### config.mk
export PLATFORM = sky130hd
export DESIGN_NAME = refclk_failover
export DESIGN_NICKNAME = d
export VERILOG_FILES = /design/src/rtl/refclk_pkg.sv /design/src/rtl/refclk_sync.sv /design/src/rtl/refclk_activity_mon.sv /design/src/rtl/refclk_select_ctrl.sv /design/src/rtl/refclk_align_track.sv /design/src/rtl/refclk_failover.sv
export SDC_FILE = /design/constraint.sdc
export NUM_CORES = 1
export LEC_CHECK = 0
export BUFFER_PORTS_ARGS = -buffer_cell sky130_fd_sc_hd__buf_4
export CAP_MARGIN = 0
export CORE_MARGIN = 1
export CORE_UTILIZATION = 45
export DETAILED_ROUTE_END_ITERATION = 10
export PLACE_DENSITY = 0.66
export SYNTH_ARGS = -nofsm -noshare
export SYNTH_HDL_FRONTEND = slang
export SYNTH_SLANG_ARGS = --single-unit
### constraint.sdc
create_clock -name clk -period 1.75 [get_ports clk]
set_input_delay 0 -clock clk [delete_from_list [all_inputs] [get_ports clk]]
set_output_delay 0 -clock clk [all_outputs]
set_load 0.03 [all_outputs]
### src/rtl/refclk_pkg.sv
package refclk_pkg;

  localparam int NUM_REFS = 2;

  typedef enum logic [1:0] {
    AL_IDLE      = 2'd0,
    AL_WAIT_FALL = 2'd1,
    AL_WAIT_PAIR = 2'd2
  } align_state_e;

  // True when a window closing on this sample never showed both levels.
  function automatic logic window_failed(input logic saw_one, input logic saw_zero,
                                         input logic sample);
    return !((saw_one | sample) & (saw_zero | ~sample));
  endfunction

  // Source choice from the flag vector, primary select and override.
  function automatic logic pick_source(input logic [NUM_REFS-1:0] bad,
                                       input logic primary, input logic manual);
    if (manual || bad == '0) return primary;
    if (&bad) return 1'b0;
    return bad[0];
  endfunction

endpackage

### src/rtl/refclk_sync.sv
module refclk_sync #(
  parameter int W      = 1,
  parameter int STAGES = 2
) (
  input  logic         clk,
  input  logic         rst,
  input  logic [W-1:0] d,
  output logic [W-1:0] lvl,
  output logic [W-1:0] prv
);
  logic [W-1:0] chain [STAGES];

  always_ff @(posedge clk) begin
    if (rst) begin
      for (int i = 0; i < STAGES; i++) chain[i] <= '0;
      prv <= '0;
    end else begin
      chain[0] <= d;
      for (int i = 1; i < STAGES; i++) chain[i] <= chain[i-1];
      prv <= chain[STAGES-1];
    end
  end

  assign lvl = chain[STAGES-1];
endmodule

### src/rtl/refclk_activity_mon.sv
module refclk_activity_mon
  import refclk_pkg::*;
(
  input  logic clk,
  input  logic rst,
  input  logic lvl,
  input  logic fb_rise,
  output logic fail
);
  logic saw_one, saw_zero, armed;

  always_ff @(posedge clk) begin
    if (rst) begin
      saw_one  <= 1'b0;
      saw_zero <= 1'b0;
      armed    <= 1'b0;
    end else if (fb_rise) begin
      saw_one  <= 1'b0;
      saw_zero <= 1'b0;
      armed    <= 1'b1;
    end else begin
      saw_one  <= saw_one | lvl;
      saw_zero <= saw_zero | ~lvl;
    end
  end

  assign fail = fb_rise & armed & window_failed(saw_one, saw_zero, lvl);
endmodule

### src/rtl/refclk_select_ctrl.sv
module refclk_select_ctrl
  import refclk_pkg::*;
(
  input  logic                clk,
  input  logic                rst,
  input  logic                alarm_n,
  input  logic                sel_in,
  input  logic                override,
  input  logic [NUM_REFS-1:0] fail_vec,
  output logic [NUM_REFS-1:0] bad_q,
  output logic                sel_q,
  output logic                alarm_pulse,
  output logic                switch_evt
);
  logic                alarm_q;
  logic [NUM_REFS-1:0] bad_nx;
  logic                sel_nx;

  assign alarm_pulse = alarm_q & ~alarm_n;

  always_comb begin
    if (alarm_pulse) begin
      bad_nx = '0;
      sel_nx = sel_in;
    end else begin
      bad_nx = bad_q | fail_vec;
      sel_nx = pick_source(bad_nx, sel_in, override);
    end
  end

  assign switch_evt = (sel_nx != sel_q);

  always_ff @(posedge clk) begin
    if (rst) begin
      bad_q   <= '0;
      sel_q   <= sel_in;
      alarm_q <= 1'b1;
    end else begin
      bad_q   <= bad_nx;
      sel_q   <= sel_nx;
      alarm_q <= alarm_n;
    end
  end
endmodule

### src/rtl/refclk_align_track.sv
module refclk_align_track
  import refclk_pkg::*;
(
  input  logic                clk,
  input  logic                rst,
  input  logic                switch_evt,
  input  logic                sel_q,
  input  logic [NUM_REFS-1:0] ref_lvl,
  input  logic [NUM_REFS-1:0] ref_prv,
  input  logic                fb_rise,
  output logic                align_req
);
  align_state_e state;
  logic got_fb, got_ref;
  logic cur_rise, cur_fall, fb_ok, ref_ok;

  assign cur_rise = ref_lvl[sel_q] & ~ref_prv[sel_q];
  assign cur_fall = ~ref_lvl[sel_q] & ref_prv[sel_q];
  assign fb_ok    = got_fb | fb_rise;
  assign ref_ok   = got_ref | cur_rise;

  always_ff @(posedge clk) begin
    if (rst) begin
      state     <= AL_IDLE;
      got_fb    <= 1'b0;
      got_ref   <= 1'b0;
      align_req <= 1'b0;
    end else begin
      align_req <= 1'b0;
      if (switch_evt) begin
        state   <= AL_WAIT_FALL;
        got_fb  <= 1'b0;
        got_ref <= 1'b0;
      end else begin
        case (state)
          AL_WAIT_FALL: if (cur_fall) begin
            state   <= AL_WAIT_PAIR;
            got_fb  <= 1'b0;
            got_ref <= 1'b0;
          end
          AL_WAIT_PAIR: begin
            if (fb_ok && ref_ok) begin
              align_req <= 1'b1;
              state     <= AL_IDLE;
              got_fb    <= 1'b0;
              got_ref   <= 1'b0;
            end else begin
              got_fb  <= fb_ok;
              got_ref <= ref_ok;
            end
          end
          default: state <= AL_IDLE;
        endcase
      end
    end
  end
endmodule

### src/rtl/refclk_failover.sv
module refclk_failover
  import refclk_pkg::*;
#(
  parameter int SYNC_STAGES = 2
) (
  input  logic clk,
  input  logic rst,
  input  logic ref0_in,
  input  logic ref1_in,
  input  logic fb_in,
  input  logic sel_in,
  input  logic override_in,
  input  logic alarm_n_in,
  output logic bad0_o,
  output logic bad1_o,
  output logic sel_stat_o,
  output logic align_req_o
);
  logic [NUM_REFS-1:0] ref_lvl, ref_prv, fail_vec, bad_vec;
  logic fb_lvl, fb_prv, fb_rise;
  logic alarm_pulse, switch_evt, sel_q;

  refclk_sync #(.W(NUM_REFS), .STAGES(SYNC_STAGES)) u_ref_sync (
    .clk(clk), .rst(rst), .d({ref1_in, ref0_in}), .lvl(ref_lvl), .prv(ref_prv));

  refclk_sync #(.W(1), .STAGES(SYNC_STAGES)) u_fb_sync (
    .clk(clk), .rst(rst), .d(fb_in), .lvl(fb_lvl), .prv(fb_prv));

  assign fb_rise = fb_lvl & ~fb_prv;

  for (genvar g = 0; g < NUM_REFS; g++) begin : g_mon
    refclk_activity_mon u_mon (
      .clk(clk), .rst(rst), .lvl(ref_lvl[g]), .fb_rise(fb_rise), .fail(fail_vec[g]));
  end

  refclk_select_ctrl u_ctrl (
    .clk(clk), .rst(rst), .alarm_n(alarm_n_in), .sel_in(sel_in),
    .override(override_in), .fail_vec(fail_vec), .bad_q(bad_vec), .sel_q(sel_q),
    .alarm_pulse(alarm_pulse), .switch_evt(switch_evt));

  refclk_align_track u_align (
    .clk(clk), .rst(rst), .switch_evt(switch_evt), .sel_q(sel_q),
    .ref_lvl(ref_lvl), .ref_prv(ref_prv), .fb_rise(fb_rise), .align_req(align_req_o));

  assign bad0_o     = bad_vec[0];
  assign bad1_o     = bad_vec[1];
  assign sel_stat_o = sel_q;
endmodule

# [Word level (Yosys, flattened, before mapping)]
# Memories as Yosys holds them, arrays and structs flattened.
# Cells that the tools add are included.
[op_classes] magnitude_cmp=1 n_eq_ne=7 n_mux=32 bitwise_logic=27 reduce_logical=14
[ops] cell="$mux 1" count=25
[ops] cell="$or 1x1->1" count=10
[ops] cell="$and 1x1->1" count=9
[ops] cell="$mux 2" count=4
[ops] cell="$reduce_and 2->1" count=4
[ops] cell="$not 1->1" count=7
[ops] cell="$ne 3x2->1 const B" count=2
[ops] cell="$reduce_or 2->1" count=3
[ops] cell="$ne 2x1->1 const B" count=2
[ops] cell="$pmux 1 s2" count=2
[ops] cell="$pmux 2 s2" count=1
[ops] cell="$reduce_or 3->1" count=1
[ops] cell="$eq 2x1->1 const B" count=1
[ops] cell="$eq 2x2->1 const B" count=1
[ops] cell="$logic_not 1->1" count=2
[ops] cell="$logic_not 2->1" count=1
[ops] cell="$lt 1x2->1 const B" count=1
[ops] cell="$or 2x2->2" count=1
[ops] cell="$reduce_bool 2->1" count=1
[ops] cell="$logic_and 1x1->1" count=1
[ops] cell="$logic_or 1x1->1" count=1
[ops] cell="$ne 1x1->1" count=1
[word_totals] regBits=17 ramBits=6 elab_cells=98 n_memories=2
[mem_list] memory="u_ref_sync.chain" depth=2 word_bits=2 rd=2 rd_ports_with_merged_regs=0 write_ports=2 line_no="refclk_sync.sv:11" rtl="logic [W-1:0] chain [STAGES];"
[mem_list] memory="u_fb_sync.chain" depth=2 word_bits=1 rd=2 rd_ports_with_merged_regs=0 write_ports=2 line_no="refclk_sync.sv:11"

# [Longest topological paths before layout]
# Gate-level depths: netlist of run 1.
# An unclocked memory read counts as a cell.
[logic_depth] word_depth=19 depth_mapped=6 mapped_depth_nobuf=5

# [Hierarchy]
# From an unflattened synthesis of run 1, not the netlist that was laid out.
[hier_totals] hier_cells=92 area_unflattened_um2=932.1
[by_module_without_submodules] mod="refclk_align_track" n_inst=1 cells_each=29 area_each_um2=257.7 seq_area_each_um2=100.1
[by_module_without_submodules] mod="refclk_activity_mon" n_inst=2 cells_each=10 area_each_um2=105.1 seq_area_each_um2=60.1
[by_module_without_submodules] mod="refclk_select_ctrl" n_inst=1 cells_each=22 area_each_um2=198.9 seq_area_each_um2=80.1
[by_module_without_submodules] mod="refclk_sync (u_ref_sync)" n_inst=1 cells_each=14 area_each_um2=172.7 seq_area_each_um2=120.1
[by_module_without_submodules] mod="refclk_sync (u_fb_sync)" n_inst=1 cells_each=6 area_each_um2=78.8 seq_area_each_um2=60.1
[by_module_without_submodules] mod="refclk_failover" n_inst=1 cells_each=1 area_each_um2=13.8 seq_area_each_um2=0.0

# [Worst setup path after synthesis of run 1]
# OpenSTA, ideal clock, no wires.
[synth_path] path_kind="register to register" startpoint="register u_ctrl.sel_q" endpoint="register u_align.got_fb" arrival_time_ps=1493 setup_slack_ps=179 stages_incl_launch_ff=6 n_path_buf=0 period_less_slack_ps=1571 cell_sequence="dfxtp_1 > nor3b_1 > a311oi_1 > nor2b_1 > a211o_1 > nor3_1"
[synth_between] elab_chain_cells=8 elab_cells_between_ends=16 cone_classes="eq/ne: 2; mux: 6; bitwise: 5; reduce/logical: 3"
[synth_lines] element="start: declaration" line_no="refclk_select_ctrl.sv:11" rtl="output logic sel_q,"
[synth_lines] element="start signal: assignment" line_no="refclk_select_ctrl.sv:36" rtl="sel_q <= sel_in;"
[synth_lines] element="start signal: assignment" line_no="refclk_select_ctrl.sv:40" rtl="sel_q <= sel_nx;"
[synth_lines] element="$mux 1 (implied by the code) (2 in series)" line_no="refclk_align_track.sv:17, refclk_align_track.sv:18"
[synth_lines] element="$not 1->1" line_no="refclk_align_track.sv:17" rtl="assign cur_rise = ref_lvl[sel_q] & ~ref_prv[sel_q];"
[synth_lines] element="$and 1x1->1" line_no="refclk_align_track.sv:17"
[synth_lines] element="$or 1x1->1" line_no="refclk_align_track.sv:20" rtl="assign ref_ok = got_ref | cur_rise;"
[synth_lines] element="$logic_and 1x1->1" line_no="refclk_align_track.sv:42" rtl="if (fb_ok && ref_ok) begin"
[synth_lines] element="$mux 1" line_no="refclk_align_track.sv:42"
[synth_lines] element="$pmux 1 s2" line_no="refclk_align_track.sv:35" rtl="case (state)"
[synth_lines] element="end signal: assignment" line_no="refclk_align_track.sv:48" rtl="got_fb <= fb_ok;"
[synth_lines] element="end: declaration" line_no="refclk_align_track.sv:14" rtl="logic got_fb, got_ref;"
# Parallel ways exist; a longest one is shown, timed or not. The select of a mux whose other input is x is not followed.
# A chain may end at the register's enable or synchronous reset.

==> results of run 1 <==
-- critical path: cells and delay by family, from the launching register on --
kind            cells  cell delay, ns
flops               1            0.45
mux                 1            0.22
compound gates      3            0.70
xor+xnor            1            0.15
-- registers in the layout, summed over array words and instances, names as in the netlist, 2 cells and up --
signal / flops
u_ref_sync.chain: 4
g_mon.u_mon.saw_one: 2
g_mon.u_mon.saw_zero: 2
u_align.state: 2
u_ctrl.bad_q: 2
u_fb_sync.chain: 2
u_ref_sync.prv: 2
-- how the worst max path moves through the flow --
stage	endpoint	slack [ns]	cells past startpoint
3_3_place_gp	u_align.state[0]$_SDFFE_PP0P_	0.13	5
6_report	u_align.state[0]$_SDFFE_PP0P_	0.12	5
3_5_place_dp	u_align.state[0]$_SDFFE_PP0P_	0.09	5
2_1_floorplan	u_align.got_fb$_SDFFE_PP0P_	0.18	5
4_1_cts	u_align.state[0]$_SDFFE_PP0P_	0.07	5
5_1_grt	u_align.align_req$_SDFF_PP0_	0.02	5
-- area by class of cell --
type                            instances  share of cell area, %
Clock buffer                            3                   2.13
Timing Repair Buffer                   20                   15.9
Inverter                                4                   1.42
Tap cell                               25                   2.96
Sequential cell                        23                   43.6
Clock inverter                          1                  0.474
Multi-Input combinational cell         55                   33.5
-- what timing repair did --
item / CTS / global route
hold endpoints to repair: 8 / 0
setup endpoints to repair: 0 / 5
resized for setup: 0 / 1
hold buffers: 7 / 0
-- stage by stage --
step                instance area (um2)  hold slack, ns  setup WS (ns)  utilization [%]  cells
floorplan                           835           0.107          0.179                -     85
CTS                                1050          0.0591         0.0651             60.7    131
global placement                    951           0.200          0.129             55.1    120
detailed placement                  951           0.205         0.0862             55.1    120
global route                       1060           0.129         0.0235             61.2    131
finish                             1060          0.0906          0.121             61.2    131
-- cells by family after synthesis --
logic type,count (synthesis),share of synthesized area [%]
AO/OA/AOI/OAI,18,16.2
XOR/XNOR,1,1.05
buffers and inverters,7,3.30
flip-flops,23,55.2
multiplexers,2,2.40
AND/OR/NAND/NOR,34,21.9
-- synth_stat cells, types with 2 or more instances --
cell                       number  area [um2]
sky130_fd_sc_hd__nand2_1        2        7.51
sky130_fd_sc_hd__nor2b_1       12        75.1
sky130_fd_sc_hd__nor3_1         5        25.0
sky130_fd_sc_hd__a31oi_1        2        12.5
sky130_fd_sc_hd__a21oi_1        3        15.0
sky130_fd_sc_hd__inv_1          4        15.0
sky130_fd_sc_hd__mux2i_1        2        20.0
sky130_fd_sc_hd__nor2_1        10        37.5
sky130_fd_sc_hd__or2_2          2        12.5
sky130_fd_sc_hd__clkbuf_1       2        7.51
sky130_fd_sc_hd__dfxtp_1       23         460
sky130_fd_sc_hd__o21ai_0        3        15.0
-- cell usage in the layout (no fill, tap or decap), types with 3 or more instances in the layout --
cell / instances
sky130_fd_sc_hd__dfxtp_1: 23
sky130_fd_sc_hd__buf_4: 13
sky130_fd_sc_hd__nor2b_1: 12
sky130_fd_sc_hd__nor2_1: 10
sky130_fd_sc_hd__dlygate4sd3_1: 7
sky130_fd_sc_hd__nor3_1: 5
sky130_fd_sc_hd__inv_1: 4
sky130_fd_sc_hd__o21ai_0: 3
sky130_fd_sc_hd__a21oi_1: 3
sky130_fd_sc_hd__clkbuf_4: 3
-- power by group --
group          switching [mW]  internal (mW)  leakage (nW)
Combinational          0.0447         0.0546         0.202
Sequential             0.0157          0.546         0.189
Clock                   0.155         0.0853        0.0177
-- routing by layer --
layer | share of wire [%] | track usage (%)
met1 | 50 | 19.0
met2 | 46 | 23.8
met3 | 2.8 | 4.80
met4 | 0.99 | 7.88
met5 | 0 | 0
==> insert_results.sql, run 1 <==
INSERT INTO impl_metrics (metric_group, metric, value, unit) VALUES
('status', 'run_status', 'finished, final reports clean', ''),
('hold_path', 'min_path_cells', '4', ''),
('timing', 'worst_slew_margin_rel', '77.0', '%'),
('die', 'row_count', '15', ''),
('timing', 'worst-slew-pin-transition', '0.345', 'ns'),
('routing', 'wl_per_cell', '10.7', 'um'),
('power', 'p_leak', '0.409', 'nW'),
('power', 'cellPowerDensity', '853', 'nW/um2'),
('yosys', 'post_synth_instance_area', '835', 'um2'),
('die', 'die_area', '2030', 'um2'),
('timing', 'total_neg_setup_slack', '0', 'ns'),
('timing', 'fin_crit', '1.63', 'ns'),
('routing', 'detail_route.iter0.violations', '4', ''),
('setup_path', 'critical_path.max_fanout', '5', ''),
('cts', 'clock_latency_on_the_worst_skew_pair', '0.31', 'ns'),
('die', 'initial_core_util', '48.3', '%'),
('setup_path', 'critPathMaxStageDelay', '0.45', 'ns'),
('setup_path', 'worst_setup_path_end_kind', 'flip-flop', ''),
('global_routing', 'globalRoute.totalOverflow', '0', ''),
('yosys', 'avgSynthCellArea', '9.82', 'um2'),
('routing', 'vias_per_cell', '4.81', ''),
('cts', 'clkSlewWorstSetupHoldPaths', '0.13', 'ns'),
('die', 'die-width', '45.1', 'um'),
('placed_design', 'gp_routability_congestion', '0.835', ''),
('timing', 'finalSetupViolCount', '0', ''),
('timing', 'fin_skew', '0.0131', 'ns'),
('yosys', 'ys_async_sr_fraction', '0', '%'),
('timing', 'finalHoldViolCount', '0', ''),
('layout', 'filler_cell_count', '155', ''),
('routing', 'dr.pass1.iters', '6', ''),
('setup_path', 'path_class', 'reg -> reg', ''),
('routing', 'routed-via-count', '630', ''),
('cts', 'post-cts-setup-buffer-count', '0', ''),
('yosys', 'dominantRegCellSynth', 'sky130_fd_sc_hd__dfxtp_1', ''),
('die', 'num_io_pins', '12', ''),
('layout', 'post_route_cells_drive_above_1_share', '21.7', '%'),
('power', 'ir_worst_vdd', '0.000626', 'V'),
('timing', 'max_freq', '0.614', 'GHz'),
('yosys', 'syn_nets', '93', ''),
('layout', 'insertedDiodeCount', '0', ''),
('die', 'design.core.area', '1730', 'um2'),
('setup_path', 'r2r-end', 'u_align.state[0]$_SDFFE_PP0P_', ''),
('layout', 'area_taken_by_multi_input_logic_gates', '354', 'um2'),
('cts', 'cts.path.max_buffers', '2', ''),
('job', 'drv_cap', '0', ''),
('yosys', 'ys_seq_elements', '23', ''),
('timing', 'final.period_utilization', '93.1', '%'),
('global_routing', 'antenna_found_initial', '0', ''),
('global_routing', 'grt_pass1_vias', '523', ''),
('die', 'chipHeight', '45.1', 'um'),
('cts', 'cts_max_level', '1', ''),
('placed_design', 'hpwlAfterDp', '982', 'um'),
('hold_path', 'whs_endpoint', 'u_ctrl.sel_q$_DFF_P_', ''),
('setup_path', 'cp_data_arrival_time', '1.84', 'ns'),
('timing', 'setup_repair_after_global_routing_missed_its_margin', 'no', ''),
('global_routing', 'largest_net_degree_at_the_start_of_global_routing', '22', ''),
('routing', 'drcViolationCount', '0', ''),
('yosys', 'synthDistinctLibCells', '27', ''),
('setup_path', 'critical_path.cell_chain', 'mux2i_1, a31oi_1, o311ai_2, xnor2_2, o21ba_2', ''),
('yosys', 'postSynthCellCount', '85', ''),
('yosys', 'synth.yosys.warnings', '0', ''),
('setup_path', 'reg2regPathDepth', '5', ''),
('power', 'post_layout_total_power', '0.901', 'mW'),
('global_routing', 'grt_pass1_wl', '2160', 'um'),
('hold_path', 'hp-class', 'in -> reg', ''),
('placed_design', 'portBuffers', '11', ''),
('cts', 'cts_buffers', '3', ''),
('cts', 'tritoncts_clock_tree', 'built', ''),
('global_routing', 'gr-usage-all-layers', '15.3', '%'),
('layout', 'sequential_cell_area', '460', 'um2'),
('hold_path', 'hold_start', 'override_in', '');
Power figures use the tool's default switching activity.
==> run 2, diff against run 1 <==
--- a/config.mk
+++ b/config.mk
@@ -10,7 +10,7 @@
 export CORE_MARGIN = 1
 export CORE_UTILIZATION = 45
 export DETAILED_ROUTE_END_ITERATION = 10
-export PLACE_DENSITY = 0.66
+export PLACE_DENSITY = 0.65
 export SYNTH_ARGS = -nofsm -noshare
 export SYNTH_HDL_FRONTEND = slang
 export SYNTH_SLANG_ARGS = --single-unit
==> run 2 against run 1 <==
Against the previous run: register-to-register slack gained 0.04 ns; core utilization up 1.7 points; die area unchanged; hold slack got worse by 0.0069 ns; non-clock buffer count is 3 higher; combinational power up 4%; highest routed layer unchanged.
==> insert_results.sql, run 2 (synthesis results as in run 1) <==
INSERT INTO impl_metrics (metric_group, metric, value, unit) VALUES
('status', 'run_status', 'finished, final reports clean', ''),
('cts', 'cts_buffers', '3', ''),
('routing', 'dr.pass1.iters', '3', ''),
('layout', 'layout.cells.most_common_list', '22 x sky130_fd_sc_hd__dfxtp_1, 14 x sky130_fd_sc_hd__buf_4, 12 x sky130_fd_sc_hd__nor2b_1', ''),
('timing', 'final.period_utilization', '90.7', '%'),
('timing', 'total_neg_setup_slack', '0', 'ns'),
('power', 'cellPowerDensity', '833', 'nW/um2'),
('layout', 'finish.net_count', '118', ''),
('global_routing', 'grt_pass1_vias', '485', ''),
('layout', 'insertedDiodeCount', '0', ''),
('setup_path', 'worst_setup_path_start_kind', 'flip-flop', ''),
('power', 'p_int', '0.690', 'mW'),
('timing', 'finalSetupViolCount', '0', ''),
('setup_path', 'worst_setup_path_end_kind', 'flip-flop', ''),
('routing', 'detail_route.iter0.violations', '15', ''),
('hold_path', 'hold_start', 'override_in', ''),
('job', 'drv_cap', '0', ''),
('setup_path', 'path_class', 'reg -> reg', ''),
('placed_design', 'gp_routability_congestion', '0.773', ''),
('cts', 'cts.path.max_buffers', '2', ''),
('timing', 'timing.final.max_slew_violations', '0', ''),
('power', 'net_switching_fraction_of_the_power', '23.6', '%'),
('setup_path', 'cpMaxStageDelayCell', 'sky130_fd_sc_hd__dfxtp_2', ''),
('die', 'row_count', '15', ''),
('setup_path', 'reg2regPathDepth', '5', ''),
('power', 'relative_contribution_of_the_clock_network_to_total_power', '26.5', '%'),
('setup_path', 'critical_path.max_fanout', '6', ''),
('timing', 'finalHoldViolCount', '0', ''),
('global_routing', 'largest_net_degree_at_the_start_of_global_routing', '22', ''),
('routing', 'antenna_left', '0', ''),
('routing', 'drcViolationCount', '0', ''),
('global_routing', 'grt_pass1_wl', '2110', 'um'),
('setup_path', 'cp_data_arrival_time', '1.80', 'ns'),
('layout', 'regMostFlops', 'u_ref_sync.chain', ''),
('cts', 'cts_max_level', '1', ''),
('setup_path', 'worst-path-buf-inv', '0', ''),
('timing', 'fin_crit', '1.59', 'ns'),
('setup_path', 'worstSetupPathDepth', '5', ''),
('die', 'design.core.area', '1730', 'um2'),
('layout', 'areaGrowthSynthToFinish', '30.0', '%'),
('setup_path', 'setup.worst_path.end', 'u_align.state[0]$_SDFFE_PP0P_', ''),
('die', 'num_io_pins', '12', ''),
('setup_path', 'r2r-end', 'u_align.state[0]$_SDFFE_PP0P_', ''),
('power', 'p_leak', '0.426', 'nW'),
('timing', 'worst_slew_margin_rel', '76.6', '%'),
('hold_path', 'hp-class', 'in -> reg', ''),
('layout', 'final_common_cell', 'sky130_fd_sc_hd__dfxtp_1', ''),
('routing', 'wl_per_cell', '10.5', 'um'),
('placed_design', 'portBuffers', '11', ''),
('routing', 'finalWirelength', '1410', 'um'),
('cts', 'cts_sinks', '23', ''),
('global_routing', 'gr-usage-all-layers', '15.3', '%'),
('die', 'chipHeight', '45.1', 'um'),
('layout', 'sequential_cell_area', '462', 'um2'),
('setup_path', 'critPathMaxStageDelay', '0.41', 'ns'),
('timing', 'worst-slew-pin-transition', '0.350', 'ns'),
('power', 'switching_power', '0.214', 'mW'),
('cts', 'clkSlewWorstSetupHoldPaths', '0.13', 'ns'),
('setup_path', 'rrSetupSlack', '0.16', 'ns'),
('cts', 'clock_latency_on_the_worst_skew_pair', '0.31', 'ns'),
('setup_path', 'worst_path_dominant_cell_family', 'compound AO/OA/AOI/OAI gates', ''),
('setup_path', 'critical_path.startpoint', 'u_ref_sync.chain[0][2]$_SDFF_PP0_', ''),
('cts', 'ctsRootBufferMaster', 'sky130_fd_sc_hd__clkbuf_4', ''),
('global_routing', 'antenna_found_initial', '0', ''),
('timing', 'max_freq', '0.630', 'GHz'),
('routing', 'routed-via-count', '629', ''),
('power', 'seq_power_share', '62.1', '%'),
('setup_path', 'r2r-start', 'u_ref_sync.chain[0][2]$_SDFF_PP0_', ''),
('layout', 'post_route_cells_drive_above_1_share', '22.9', '%'),
('die', 'initial_core_util', '48.3', '%'),
('timing', 'fin_skew', '0.00842', 'ns'),
('die', 'die-width', '45.1', 'um'),
('cts', 'tritoncts_clock_tree', 'built', ''),
('timing', 'setup_repair_after_global_routing_missed_its_margin', 'no', ''),
('layout', 'flip_flop_count_of_the_largest_register_after_layout', '4', ''),
('timing', 'timing.final.ws_setup', '0.163', 'ns'),
('power', 'ir_worst_vdd', '0.000539', 'V'),
('setup_path', 'cp.required', '1.96', 'ns'),
('die', 'die_area', '2030', 'um2'),
('routing', 'vias_per_cell', '4.69', ''),
('setup_path', 'critical_path.cell_chain', 'mux2i_1, a311o_1, o311ai_2, xnor2_2, o21ba_2', ''),
('layout', 'filler_cell_count', '151', ''),
('layout', 'area_taken_by_multi_input_logic_gates', '354', 'um2'),
('global_routing', 'globalRoute.totalOverflow', '0', ''),
('power', 'share_comb_of_total_power', '11.4', '%'),
('placed_design', 'hpwlAfterDp', '983', 'um'),
('placed_design', 'place_ws', '0.0548', 'ns');
[run 2: changes by cell type in the layout (fill, tap and decap cells not counted), sizes merged]
cell | before | now
buf | 13 | 14
dlygate4sd3 | 7 | 9
[run 2: worst min path at each step]
| stage | cells past startpoint | to | slack, ns |
|---|---|---|---|
| final | 4 | u_ctrl.sel_q$_DFF_P_ | 0.08 |
| after global routing | 4 | u_ctrl.sel_q$_DFF_P_ | 0.07 |
| after CTS | 4 | u_ctrl.sel_q$_DFF_P_ | 0.06 |
| after detailed placement | 2 | u_ctrl.alarm_q$_SDFF_PP1_ | 0.20 |
| after global placement | 2 | u_ctrl.alarm_q$_SDFF_PP1_ | 0.20 |
| after floorplan | 1 | u_ctrl.alarm_q$_SDFF_PP1_ | 0.11 |
[run 2: worst min-delay path, delay by kind of cell]
kind	cells	cell delay, ns
AO/OA/AOI/OAI	3	0.27
buffers and inverters	1	0.09
[run 2: layout make-up]
class | instances | area share, %
Multi-Input combinational cell | 55 | 32.6
Inverter | 4 | 1.38
Clock buffer | 3 | 2.08
Tap cell | 25 | 2.88
Timing Repair Buffer | 23 | 18.0
Clock inverter | 1 | 0.461
Sequential cell | 23 | 42.6
[run 2: metrics by stage]
stage	cells	util [%]	power, mW	hold WS, ns	instance area [um2]
after floorplan	85	-	0.626	0.107	835
after CTS	134	62.3	0.910	0.0565	1080
after global placement	121	55.5	0.656	0.199	958
after global routing	134	62.8	0.954	0.0745	1080
after detailed placement	121	55.5	0.657	0.202	958
final	134	62.8	0.903	0.0837	1080
[run 2: timing repair]
action | CTS | global route
hold buffers | 9 | 0
gates resized for setup | 0 | 2
buffers inserted | 0 | 0
hold endpoints to repair | 11 | 0
endpoints found under the setup margin | 0 | 5
[run 2: power groups by stage]
stage | Clock [mW] | Combinational [mW] | Sequential, mW
3_3_place_gp | 0 | 0.0840 | 0.572
3_5_place_dp | 0 | 0.0846 | 0.573
5_1_grt | 0.276 | 0.113 | 0.565
2_1_floorplan | 0 | 0.0521 | 0.573
6_report | 0.239 | 0.103 | 0.561
4_1_cts | 0.249 | 0.100 | 0.561
[run 2: metal layers]
metal,part of all wire [%],track usage (%),wire length [um]
met4,1.1,10.9,15
met5,0,0,0
met1,54,20.3,755
met2,43,20.6,601
met3,2.6,4.80,37
==> run 3, diff against run 2 <==
--- a/config.mk
+++ b/config.mk
@@ -7,7 +7,7 @@
 export LEC_CHECK = 0
 export BUFFER_PORTS_ARGS = -buffer_cell sky130_fd_sc_hd__buf_4
 export CAP_MARGIN = 0
-export CORE_MARGIN = 1
+export CORE_MARGIN = 5
 export CORE_UTILIZATION = 45
 export DETAILED_ROUTE_END_ITERATION = 10
 export PLACE_DENSITY = 0.65
==> run 3 against run 2 <==
Against the previous run: via count grew 3.0%; global-route usage is 2.2 points lower; largest power group unchanged; maximum frequency down 0.97%; critical endpoint unchanged; sequential power barely moved; final cell count decreased by 0.75%; clock skew is 0.0014 ns higher; power rose by 0.40%; hold slack gained 0.024 ns.
==> insert_results.sql, run 3 (synthesis results as in run 1) <==
INSERT INTO impl_metrics (metric_group, metric, value, unit) VALUES
('layout', 'post_route_cells_drive_above_1_share', '23.1', '%'),
('placed_design', 'hpwlAfterDp', '1040', 'um'),
('die', 'design.core.area', '1750', 'um2'),
('cts', 'clock_latency_on_the_worst_skew_pair', '0.31', 'ns'),
('routing', 'routed-via-count', '648', ''),
('cts', 'ctsRootBufferMaster', 'sky130_fd_sc_hd__clkbuf_4', ''),
('setup_path', 'path_class', 'reg -> reg', ''),
('cts', 'cts_buffers', '3', ''),
('routing', 'antenna_left', '0', ''),
('cts', 'cts.path.max_buffers', '2', ''),
('placed_design', 'portBuffers', '11', ''),
('setup_path', 'worst_setup_path_end_kind', 'flip-flop', ''),
('setup_path', 'critPathMaxStageDelay', '0.44', 'ns'),
('power', 'cellPowerDensity', '840', 'nW/um2'),
('placed_design', 'place_ws', '0.106', 'ns'),
('timing', 'max_freq', '0.624', 'GHz'),
('setup_path', 'critical_path.max_fanout', '6', ''),
('timing', 'finalHoldViolCount', '0', ''),
('layout', 'areaGrowthSynthToFinish', '29.4', '%'),
('setup_path', 'rrSetupSlack', '0.15', 'ns'),
('power', 'p_leak', '0.421', 'nW'),
('timing', 'finalSetupViolCount', '0', ''),
('routing', 'drcViolationCount', '0', ''),
('die', 'initial_core_util', '47.8', '%'),
('setup_path', 'cp.required', '1.97', 'ns'),
('die', 'die_area', '2820', 'um2'),
('setup_path', 'cpMaxStageDelayCell', 'sky130_fd_sc_hd__dfxtp_1', ''),
('global_routing', 'gr-usage-all-layers', '13.0', '%'),
('global_routing', 'antenna_found_initial', '0', ''),
('setup_path', 'r2r-start', 'u_ref_sync.chain[0][2]$_SDFF_PP0_', ''),
('setup_path', 'critical_path.cell_chain', 'mux2i_1, a311o_1, o311ai_2, xnor2_2, o21ba_2', ''),
('status', 'run_status', 'finished, final reports clean', ''),
('routing', 'wl_per_cell', '11.5', 'um'),
('layout', 'insertedDiodeCount', '0', ''),
('layout', 'finish.net_count', '117', ''),
('job', 'drv_cap', '0', ''),
('global_routing', 'grt_pass1_wl', '2550', 'um'),
('layout', 'regMostFlops', 'u_ref_sync.chain', ''),
('routing', 'dr.pass1.iters', '4', ''),
('cts', 'cts_sinks', '23', ''),
('routing', 'vias_per_cell', '4.87', ''),
('timing', 'worst-slew-pin-transition', '0.346', 'ns'),
('global_routing', 'largest_net_degree_at_the_start_of_global_routing', '22', ''),
('setup_path', 'worst-path-buf-inv', '0', ''),
('timing', 'fin_skew', '0.00985', 'ns'),
('timing', 'timing.final.ws_setup', '0.148', 'ns'),
('cts', 'tritoncts_clock_tree', 'built', ''),
('timing', 'setup_repair_after_global_routing_missed_its_margin', 'no', ''),
('timing', 'final.period_utilization', '91.5', '%'),
('die', 'die-width', '53.1', 'um'),
('layout', 'layout.cells.most_common_list', '22 x sky130_fd_sc_hd__dfxtp_1, 13 x sky130_fd_sc_hd__buf_4, 11 x sky130_fd_sc_hd__nor2b_1', ''),
('die', 'row_count', '15', ''),
('timing', 'timing.final.max_slew_violations', '0', ''),
('layout', 'filler_cell_count', '158', ''),
('global_routing', 'grt_pass1_vias', '609', ''),
('cts', 'post-cts-setup-buffer-count', '0', ''),
('die', 'num_io_pins', '12', ''),
('setup_path', 'worstSetupPathDepth', '5', ''),
('layout', 'flip_flop_count_of_the_largest_register_after_layout', '4', ''),
('power', 'ir_worst_vdd', '0.000520', 'V'),
('placed_design', 'gp_routability_congestion', '0.727', ''),
('hold_path', 'hp-class', 'in -> reg', ''),
('cts', 'cts_max_level', '1', ''),
('die', 'chipHeight', '53.1', 'um'),
('routing', 'finalWirelength', '1540', 'um'),
('timing', 'worst_slew_margin_rel', '76.9', '%'),
('setup_path', 'setup.worst_path.end', 'u_align.state[0]$_SDFFE_PP0P_', ''),
('routing', 'detail_route.iter0.violations', '12', ''),
('setup_path', 'r2r-end', 'u_align.state[0]$_SDFFE_PP0P_', ''),
('setup_path', 'worst_path_dominant_cell_family', 'compound AO/OA/AOI/OAI gates', ''),
('cts', 'clkSlewWorstSetupHoldPaths', '0.11', 'ns'),
('layout', 'final_common_cell', 'sky130_fd_sc_hd__dfxtp_1', ''),
('setup_path', 'reg2regPathDepth', '5', ''),
('setup_path', 'worst_setup_path_start_kind', 'flip-flop', ''),
('timing', 'fin_crit', '1.60', 'ns'),
('global_routing', 'globalRoute.totalOverflow', '0', ''),
('timing', 'total_neg_setup_slack', '0', 'ns'),
('setup_path', 'critical_path.startpoint', 'u_ref_sync.chain[0][2]$_SDFF_PP0_', ''),
('setup_path', 'cp_data_arrival_time', '1.82', 'ns');
run 3: cell types whose count changed in the layout (fill, tap and decap cells not counted), sizes merged:
| cell | change |
|---|---|
| buf | -1 |
run 3: stage by stage:
step	power [mW]	utilization [%]	hold slack [ns]	instances	area, um2
2_1_floorplan	0.626	-	0.107	85	835
3_3_place_gp	0.655	54.5	0.201	120	951
3_5_place_dp	0.657	54.5	0.204	120	951
4_1_cts	0.916	61.2	0.0718	133	1070
5_1_grt	0.959	61.9	0.108	133	1080
6_report	0.907	61.9	0.108	133	1080
run 3: layout make-up:
cell class              instances  area [um2]  share of cell area (%)
well taps                      25        31.3                    2.90
multi-input cells              55         357                    33.0
flip-flops and latches         23         462                    42.8
clock buffers                   3        22.5                    2.09
clock inverters                 1        5.00                   0.463
inverters                       4        15.0                    1.39
repair buffers                 22         188                    17.4
run 3: how the worst min path moves through the flow:
stage | depth (start not counted) | slack, ns | start | endpoint
6_report | 4 | 0.11 | override_in | u_ctrl.sel_q$_DFF_P_
5_1_grt | 4 | 0.11 | override_in | u_ctrl.sel_q$_DFF_P_
4_1_cts | 4 | 0.07 | override_in | u_ctrl.sel_q$_DFF_P_
3_5_place_dp | 2 | 0.20 | alarm_n_in | u_ctrl.alarm_q$_SDFF_PP1_
3_3_place_gp | 2 | 0.20 | alarm_n_in | u_ctrl.alarm_q$_SDFF_PP1_
2_1_floorplan | 1 | 0.11 | alarm_n_in | u_ctrl.alarm_q$_SDFF_PP1_
run 3: repair_timing:
| item | 4_1_cts | 5_1_grt |
|---|---|---|
| gates resized for setup | 0 | 3 |
| endpoints found under the hold margin | 10 | 0 |
| hold buffers | 9 | 0 |
| endpoints found under the setup margin | 0 | 3 |
run 3: where the power goes:
part	internal (mW)	total, mW	leakage, nW	switching (mW)
logic	0.0578	0.103	0.214	0.0451
registers	0.546	0.562	0.189	0.0162
clock network	0.0855	0.242	0.0177	0.156
run 3: layer usage:
metal,part of all wire [%],routed length (um),GRT usage [%],vias up
li1,-,-,-,338
met1,50,762,15.1,291
met2,43,661,19.8,14
met3,4.2,65,3.38,5
met4,3.1,47,10.6,0
met5,0,0,0,-
run 3: tightest hold or removal path, stage by stage:
cell and delay [ns]:
sky130_fd_sc_hd__buf_4 0.09, sky130_fd_sc_hd__o21bai_1 0.08, sky130_fd_sc_hd__o311ai_2 0.11, sky130_fd_sc_hd__o21ai_0 0.09
